File: src/rtl/arb_pkg.sv
package arb_pkg;
  localparam int LVL_MAX = 8;
  localparam int LVL_W   = 4;
  // Encoded level: 0 = top (above level 0), 1..9 = levels 0..8, 10 = no request
  localparam logic [LVL_W-1:0] LVL_TOP  = '0;
  localparam logic [LVL_W-1:0] LVL_NONE = LVL_W'(LVL_MAX + 2);

  function automatic logic [LVL_W-1:0] enc_level(input int unsigned p);
    if (p > LVL_MAX) return LVL_W'(LVL_MAX + 1);
    return LVL_W'(p + 1);
  endfunction
endpackage

File: src/rtl/arb_lvl_map.sv
module arb_lvl_map
  import arb_pkg::*;
#(
  parameter int NUM_REQ = 4,
  parameter int PRIO_W  = 4
) (
  input  logic [NUM_REQ-1:0]        req,
  input  logic [NUM_REQ*PRIO_W-1:0] prio,
  input  logic [NUM_REQ-1:0]        fix_top,
  output logic [NUM_REQ*LVL_W-1:0]  lvl_o
);
  for (genvar i = 0; i < NUM_REQ; i++) begin : g_map
    assign lvl_o[i*LVL_W +: LVL_W] = !req[i]    ? LVL_NONE :
                                     fix_top[i] ? LVL_TOP  :
                                     enc_level(32'(prio[i*PRIO_W +: PRIO_W]));
  end
endmodule

File: src/rtl/arb_pick.sv
module arb_pick
  import arb_pkg::*;
#(
  parameter int NUM_REQ = 4,
  localparam int IDX_W  = (NUM_REQ > 1) ? $clog2(NUM_REQ) : 1
) (
  input  logic [NUM_REQ*LVL_W-1:0] lvl_i,
  output logic                     valid_o,
  output logic [IDX_W-1:0]         idx_o
);
  logic [LVL_W-1:0] best;

  always_comb begin
    best  = LVL_NONE;
    idx_o = '0;
    for (int i = 0; i < NUM_REQ; i++) begin
      if (lvl_i[i*LVL_W +: LVL_W] < best) begin
        best  = lvl_i[i*LVL_W +: LVL_W];
        idx_o = IDX_W'(i);
      end
    end
    valid_o = (best != LVL_NONE);
  end
endmodule

File: src/rtl/arb_starve.sv
module arb_starve #(
  parameter int NUM_REQ = 4,
  parameter int CNT_W   = 8,
  localparam int IDX_W  = (NUM_REQ > 1) ? $clog2(NUM_REQ) : 1
) (
  input  logic               clk,
  input  logic               rst,
  input  logic [NUM_REQ-1:0] req,
  input  logic [NUM_REQ-1:0] fix_top,
  input  logic [CNT_W-1:0]   limit,
  input  logic               norm_valid,
  input  logic [IDX_W-1:0]   norm_idx,
  input  logic               fin_valid,
  input  logic [IDX_W-1:0]   fin_idx,
  input  logic               esc_taken,
  output logic               cand_valid,
  output logic [IDX_W-1:0]   cand_idx,
  output logic               esc_fire
);
  logic [CNT_W-1:0] cnt_q;
  logic [CNT_W-1:0] age_q [NUM_REQ];
  logic [CNT_W-1:0] best_age;
  logic             contended;

  assign contended = ($countones(req) >= 2);
  assign esc_fire  = (limit != '0) && contended && (cnt_q >= limit - CNT_W'(1));

  // oldest waiting requester that strict priority would not serve
  always_comb begin
    best_age = '0;
    cand_idx = '0;
    for (int i = 0; i < NUM_REQ; i++) begin
      if (req[i] && !fix_top[i] && !(norm_valid && norm_idx == IDX_W'(i)) &&
          age_q[i] > best_age) begin
        best_age = age_q[i];
        cand_idx = IDX_W'(i);
      end
    end
    cand_valid = (best_age != '0);
  end

  always_ff @(posedge clk) begin
    if (rst) begin
      cnt_q <= '0;
    end else if (!contended || esc_taken) begin
      cnt_q <= '0;
    end else if (cnt_q != '1) begin
      cnt_q <= cnt_q + CNT_W'(1);
    end
  end

  for (genvar i = 0; i < NUM_REQ; i++) begin : g_age
    always_ff @(posedge clk) begin
      if (rst) begin
        age_q[i] <= '0;
      end else if (req[i] && !(fin_valid && fin_idx == IDX_W'(i))) begin
        if (age_q[i] != '1) age_q[i] <= age_q[i] + CNT_W'(1);
      end else begin
        age_q[i] <= '0;
      end
    end
  end
endmodule

File: src/rtl/prio_arbiter.sv
module prio_arbiter
  import arb_pkg::*;
#(
  parameter int NUM_REQ   = 4,
  parameter int PRIO_W    = 4,
  parameter int CNT_W     = 8,
  parameter int DEF_LIMIT = 4,
  localparam int IDX_W    = (NUM_REQ > 1) ? $clog2(NUM_REQ) : 1
) (
  input  logic                      clk,
  input  logic                      rst,
  input  logic [NUM_REQ-1:0]        req,
  input  logic [NUM_REQ*PRIO_W-1:0] prio,
  input  logic [NUM_REQ-1:0]        fix_top,
  input  logic                      cfg_we,
  input  logic [CNT_W-1:0]          cfg_limit,
  output logic [NUM_REQ-1:0]        gnt,
  output logic                      gnt_esc
);
  logic [NUM_REQ*LVL_W-1:0] lvl_norm, lvl_fin;
  logic                     norm_valid, fin_valid, cand_valid, esc_fire, esc_taken;
  logic [IDX_W-1:0]         norm_idx, fin_idx, cand_idx;
  logic [CNT_W-1:0]         limit_q;

  arb_lvl_map #(.NUM_REQ(NUM_REQ), .PRIO_W(PRIO_W)) u_map (
    .req(req), .prio(prio), .fix_top(fix_top), .lvl_o(lvl_norm)
  );

  arb_pick #(.NUM_REQ(NUM_REQ)) u_pick_norm (
    .lvl_i(lvl_norm), .valid_o(norm_valid), .idx_o(norm_idx)
  );

  arb_starve #(.NUM_REQ(NUM_REQ), .CNT_W(CNT_W)) u_starve (
    .clk(clk), .rst(rst), .req(req), .fix_top(fix_top), .limit(limit_q),
    .norm_valid(norm_valid), .norm_idx(norm_idx),
    .fin_valid(fin_valid), .fin_idx(fin_idx), .esc_taken(esc_taken),
    .cand_valid(cand_valid), .cand_idx(cand_idx), .esc_fire(esc_fire)
  );

  // lift the candidate to the top level for this arbitration
  always_comb begin
    lvl_fin = lvl_norm;
    if (esc_fire && cand_valid) lvl_fin[cand_idx*LVL_W +: LVL_W] = LVL_TOP;
  end

  arb_pick #(.NUM_REQ(NUM_REQ)) u_pick_fin (
    .lvl_i(lvl_fin), .valid_o(fin_valid), .idx_o(fin_idx)
  );

  assign esc_taken = esc_fire && cand_valid && fin_valid && (fin_idx == cand_idx);

  always_ff @(posedge clk) begin
    if (rst) begin
      gnt     <= '0;
      gnt_esc <= 1'b0;
      limit_q <= CNT_W'(DEF_LIMIT);
    end else begin
      if (cfg_we) limit_q <= cfg_limit;
      gnt     <= fin_valid ? (NUM_REQ'(1) << fin_idx) : '0;
      gnt_esc <= esc_taken;
    end
  end
endmodule

File: config.mk
export PLATFORM = sky130hd
export DESIGN_NAME = prio_arbiter
export DESIGN_NICKNAME = d
export VERILOG_FILES = /design/src/rtl/arb_pkg.sv /design/src/rtl/arb_lvl_map.sv /design/src/rtl/arb_pick.sv /design/src/rtl/arb_starve.sv /design/src/rtl/prio_arbiter.sv
export SDC_FILE = /design/constraint.sdc
export NUM_CORES = 1
export LEC_CHECK = 0
export BUFFER_PORTS_ARGS = -buffer_cell sky130_fd_sc_hd__buf_2
export CAP_MARGIN = 20
export CORE_MARGIN = 5
export CORE_UTILIZATION = 30
export DETAILED_ROUTE_END_ITERATION = 10
export GPL_TIMING_DRIVEN = 1
export SYNTH_ARGS = -nofsm -noshare
export SYNTH_HDL_FRONTEND = slang
export SYNTH_SLANG_ARGS = --single-unit
File: constraint.sdc
create_clock -name clk -period 18.5 [get_ports clk]
set_clock_uncertainty 0.15 [all_clocks]
set_input_delay 0.925 -clock clk [delete_from_list [all_inputs] [get_ports clk]]
set_output_delay 0.925 -clock clk [all_outputs]
set_load 0.1 [all_outputs]
## Word level (Yosys, flattened, before mapping)

Memory sizes are Yosys's and may differ from the RTL's.
Index checks and enable logic that the tools add are counted.

| storage, ports and cells | value |
|---|---|
| register bits | 21 |
| bits in writable memories | 32 |
| input port bits | 35 |
| logic and storage cells | 193 |
| memories | 1 |

| cells by class | value |
|---|---|
| $add $sub $neg | 14 |
| order comparisons | 18 |
| equal/unequal tests | 14 |
| shifts and indexed selects | 3 |
| muxes and demuxes | 81 |
| bitwise logic cells | 9 |
| reductions and logical operators | 49 |

Memory list:

| memory | words | width | read ports | clocked after Yosys merged registers in | write ports | line | text |
|---|---|---|---|---|---|---|---|
| u_starve.age_q | 4 | 8 | 4 | 0 | 4 | arb_starve.sv:21 | `logic [CNT_W-1:0] age_q [NUM_REQ];` |

Operators by type and width:

| kind | number |
|---|---|
| $mux W4 | 24 |
| $mux W8 | 12 |
| $add A8 B1 Y8 const B | 5 |
| $ne A8 B8 Y1 const B | 5 |
| $mux W1 | 37 |
| $neg A4 Y34 | 1 |
| $shift A4 B34 Y16 const A | 1 |
| $shiftx A4 B34 Y16 const A | 1 |
| $add A32 B32 Y32 | 1 |
| $ge A32 B3 Y1 const B | 1 |
| $logic_and A1 B1 Y1 | 29 |
| $gt A8 B8 Y1 | 3 |
| $lt A4 B4 Y1 | 6 |
| $add A4 B1 Y4 const B | 4 |
| $bwmux W16 | 1 |
| $gt A4 B4 Y1 const B | 4 |
| $mux W16 | 1 |
| $reduce_bool A8 Y1 | 2 |
| $logic_not A1 Y1 | 13 |
| $mux W2 | 6 |
| $eq A2 B2 Y1 const B | 4 |
| $ge A8 B8 Y1 | 1 |
| $gt A8 B1 Y1 const B | 1 |
| $lt A4 B4 Y1 const B | 2 |
| other kinds (11) | 23 |

## Depth between registers and ports, before layout

| depth | value |
|---|---|
| depth after elaboration | 49 |
| gate-level depth with buffers | 82 |
| depth with buffers taken out | 80 |

## Hierarchy

A second synthesis with hierarchy kept.

| second synthesis, totals | value |
|---|---|
| cells, all modules | 655 |
| area, all modules | 5544.1 sq um |

By module, submodules not included:

| module | times used | cells an instance | area an instance (sq um) | sequential area each (sq um) |
|---|---|---|---|---|
| arb_starve | 1 | 389 | 3454.6 | 1121.1 |
| arb_pick | 2 | 70 | 510.5 | 0.0 |
| prio_arbiter | 1 | 62 | 628.1 | 260.2 |
| arb_lvl_map | 1 | 64 | 440.4 | 0.0 |

## Least setup slack after synthesis

No wires, ideal clock.

| path | value |
|---|---|
| kind | input to register |
| from | input port prio[0] |
| to | memory u_starve.age_q[0][0], enable pin |
| arrival time | 15291 ps |
| data required time | 18044 ps |
| path slack | 2753 ps |
| stages | 79 |
| buffers on the path | 3 |
| cells stage by stage | inv_1 ha_1 and2b_1 o22ai_2 nand3_1 ha_1 a21oi_1 nand2_1 o31ai_1 nor2_1 a21oi_1 ha_1 a21oi_1 nor2_1 nor3_1 o211ai_1 nand2_1 a21oi_1 [43 not listed] nand3_1 a21oi_1 o21ai_0 o22a_1 inv_1 ha_1 a21oi_1 nor2_1 or2_0 nor2_1 mux2i_1 ha_1 o21ai_0 a21oi_1 o22a_1 o21ai_2 a211oi_4 or4_1 |

RTL lines:

| element | line | text |
|---|---|---|
| from (decl) | prio_arbiter.sv:13 | `input logic [NUM_REQ*PRIO_W-1:0] prio,` |
| to (decl) | arb_starve.sv:21 |  |

==> flow_summary_export.csv <==
group,metric,value,unit
status,status,"finished clean",
final_layout,area_growth,12.2,%
placed_design,dp.cells,935,
synthesis,ys_warn_count,0,
power_and_ir_drop,irDropWorstVdd,0.0446,mV
critical_path,max_stage_delay,0.69,ns
route,via_count,5010,
power_and_ir_drop,leakage,2.62,nW
critical_path,crit_required,18.34,ns
synthesis,syn_inst,672,
timing,max-slew-margin-rel,38.6,%
route,dr.pass1.iters,5,
route,first_iter_violations,349,
floorplan,start_util,30.3,%
timing,setup_violations,0,
global_routing,grtUsageTotal,13.1,%
placed_design,portBuffers,39,
timing,period_needed,17.22,ns
floorplan,fp-row-count,50,
synthesis,yosysSeqAreaShare,24.6,%
clocking,cts_tree,"done",
synthesis,synth_area_leaders,"edfxtp_1, ha_1, dfxtp_1, nor2_1, inv_1",
synthesis,synth_top_area_cell,"edfxtp_1",
timing,min_period_over_period,93.1,%
critical_path,start_kind,"primary input",
floorplan,die_w,147,um
clocking,htreeDepth,2,
final_layout,fill_cells,1925,
global_routing,antenna_found_initial,0,
worst_hold_path,hold_path_class,"reg2reg",
route,wl_per_cell,15.0,um
power_and_ir_drop,pwr_density_cell,61.4,nW/um^2
route,drc,0,
critical_path,cp-end-kind,"flip-flop",
clocking,cts_buffer_depth,2,
global_routing,grt_pass1_vias,4841,
floorplan,io_pins,40,
synthesis,ys_ff_latch,53,
floorplan,die_h,147,um
clocking,postCtsHoldBufs,0,
floorplan,design.core.area,18600,sq um
global_routing,overflow,0,
synthesis,syn_area,5630,sq um
final_layout,layout-drive-gt1-share,11.6,%
synthesis,synth-edff-count,32,
synthesis,synthArstFlopShare,0,%
critical_path,cp.arrival,17.06,ns
synthesis,synth_top_area_share,17.1,%
final_layout,layout_commonest_cell,"ha_1",
critical_path,critPathMostFrequentCell,"ha_1",
final_layout,instances_no_fill,950,
synthesis,avgSynthCellArea,8.37,sq um
floorplan,die_area,21600,sq um
final_layout,final_cell_mix,"ha_1, nor2_1, inv_1, buf_2, nand2_1",
clocking,numCtsBuffers,5,
route,ant_nets,0,
final_layout,fin_nets,825,
route,viasPerCell,5.27,
timing,maxClockFrequency,58.1,MHz
global_routing,grt_first_pass_wirelength,23.7,mm
global_routing,grt_max_degree,27,
clocking,clk-insertion-delay-late,0.30,ns
placed_design,dp_hpwl,11.5,mm
critical_path,path_delay_family,"compound AO/OA/AOI/OAI gates",
timing,hold_violations,0,
clocking,cts.reportedPaths.clkPinSlew,0.07,ns
final_layout,antenna_cells,0,
timing,max_slew.worst_pin.slew,0.908,ns
run,maxCapViolCount,0,
timing,whs,0.378,ns
synthesis,ys_types,79,
clocking,cts_root_buffer,"clkbuf_16",
critical_path,r2r_setup_slack,6.07,ns
clocking,cts_sinks,53,
timing,finalMaxSlewViolations,0,
critical_path,path_buf_inv,5,
placed_design,gp_congestion,0.905,
synthesis,ys.flop_type,"edfxtp_1",
synthesis,synth_nets,782,
critical_path,worstPathMaxFanout,26,
critical_path,crit_type,"in2reg",
critical_path,crit_path_top_delay_cell,"or4_1",
route,drt_wl_total,14.3,mm
## power breakdown
group	leakage, nW	total, mW	internal, mW	switching, mW
registers	0.564	0.134	0.129	0.00478
logic	1.98	0.144	0.0522	0.0917
clock network	0.0842	0.109	0.0642	0.0452
## tightest hold or removal path, delay by kind of cell (launching register included)
family | cells | cell delay [ns]
flip-flops | 1 | 0.35
multiplexers | 1 | 0.07
AND/OR/NAND/NOR | 1 | 0.07
## final cells by class
| type | count | area (sq um) | area share [%] |
|---|---|---|---|
| Clock buffer | 5 | 125 | 1.98 |
| Timing Repair Buffer | 46 | 248 | 3.93 |
| Tap cell | 234 | 293 | 4.64 |
| Sequential cell | 53 | 1380 | 21.9 |
| Inverter | 53 | 199 | 3.15 |
| Clock inverter | 3 | 43.8 | 0.694 |
| Multi-Input combinational cell | 556 | 4020 | 63.7 |
## per-stage QoR
| step | setup TNS [ns] | instance area (sq um) | utilization [%] | power, mW | worst slack [ns] |
|---|---|---|---|---|---|
| after CTS | 0 | 6240 | 33.6 | 0.384 | 0.722 |
| final | 0 | 6310 | 34.0 | 0.387 | 1.28 |
| after floorplan | 0 | 5630 | - | 0.240 | 2.75 |
| after global routing | -0.0436 | 6310 | 34.0 | 0.411 | -0.0162 |
| after detailed placement | 0 | 6070 | 32.7 | 0.273 | 0.489 |
| after global placement | 0 | 6070 | 32.7 | 0.273 | 0.910 |
## sequential cells by signal (all words and copies together), names as in the netlist
| signal | cells |
|---|---|
| u_starve.age_q | 32 |
| u_starve.cnt_q | 8 |
| gnt_esc | 1 |
| limit_q | 8 |
| gnt | 4 |
## worst paths after layout
kind,end,from,cells after the start
hold reg to reg,limit_q[0]$_SDFFE_PP0P_,limit_q[0]$_SDFFE_PP0P_,2
hold / removal,limit_q[0]$_SDFFE_PP0P_,limit_q[0]$_SDFFE_PP0P_,2
setup / recovery,u_starve.age_q[0][7]$_SDFFCE_PP0P_,prio[0],79
setup reg to reg,u_starve.age_q[0][7]$_SDFFCE_PP0P_,u_starve.age_q[0][3]$_SDFFCE_PP0P_,57
## cells by family (layout without fill, tap and decap cells)
group	count (synthesis)	after routing	synth area share (%)
adder cells (fa/ha/maj)	75	75	16.8
XOR/XNOR	30	30	4.67
AO/OA/AOI/OAI	162	162	21.3
AND/OR/NAND/NOR	274	274	25.7
flip-flops	53	53	24.6
multiplexers	15	15	2.71
buffers and inverters	63	107	4.29
## repair_timing
action	4_1_cts	5_1_grt
buffers inserted	0	7
gates resized for setup	0	4
endpoints found under the setup margin	0	77
## layer usage
layer	GRT usage, %	vias up	part of all wire, %
li1	-	2547	-
met1	18.4	2310	49
met2	21.1	134	44
met3	2.50	19	5.8
met4	3.03	0	1.4
met5	0	-	0
## synthesized netlist by cell type, types with 4 or more instances
| cell | n |
|---|---|
| nand2b_1 | 21 |
| nor4b_1 | 4 |
| xnor2_1 | 19 |
| and2_1 | 5 |
| o21ai_1 | 5 |
| nand4_1 | 6 |
| ha_1 | 74 |
| edfxtp_1 | 32 |
| nand3b_1 | 4 |
| inv_1 | 53 |
| o31ai_1 | 4 |
| mux2i_1 | 13 |
| nor2_1 | 72 |
| xor2_1 | 11 |
| nand3_1 | 32 |
| o311ai_0 | 4 |
| a21oi_1 | 36 |
| a21boi_0 | 4 |
| dfxtp_1 | 21 |
| nor2b_1 | 15 |
| a31oi_1 | 8 |
| or3_1 | 8 |
| o21a_1 | 9 |
| nor3b_1 | 5 |
| a21o_1 | 11 |
| clkbuf_1 | 6 |
| o21ai_0 | 33 |
| nand2_1 | 38 |
| o22ai_1 | 6 |
| nor3_1 | 27 |
| and3_1 | 12 |
| nor4_1 | 7 |
Power figures use the tool's default switching activity.
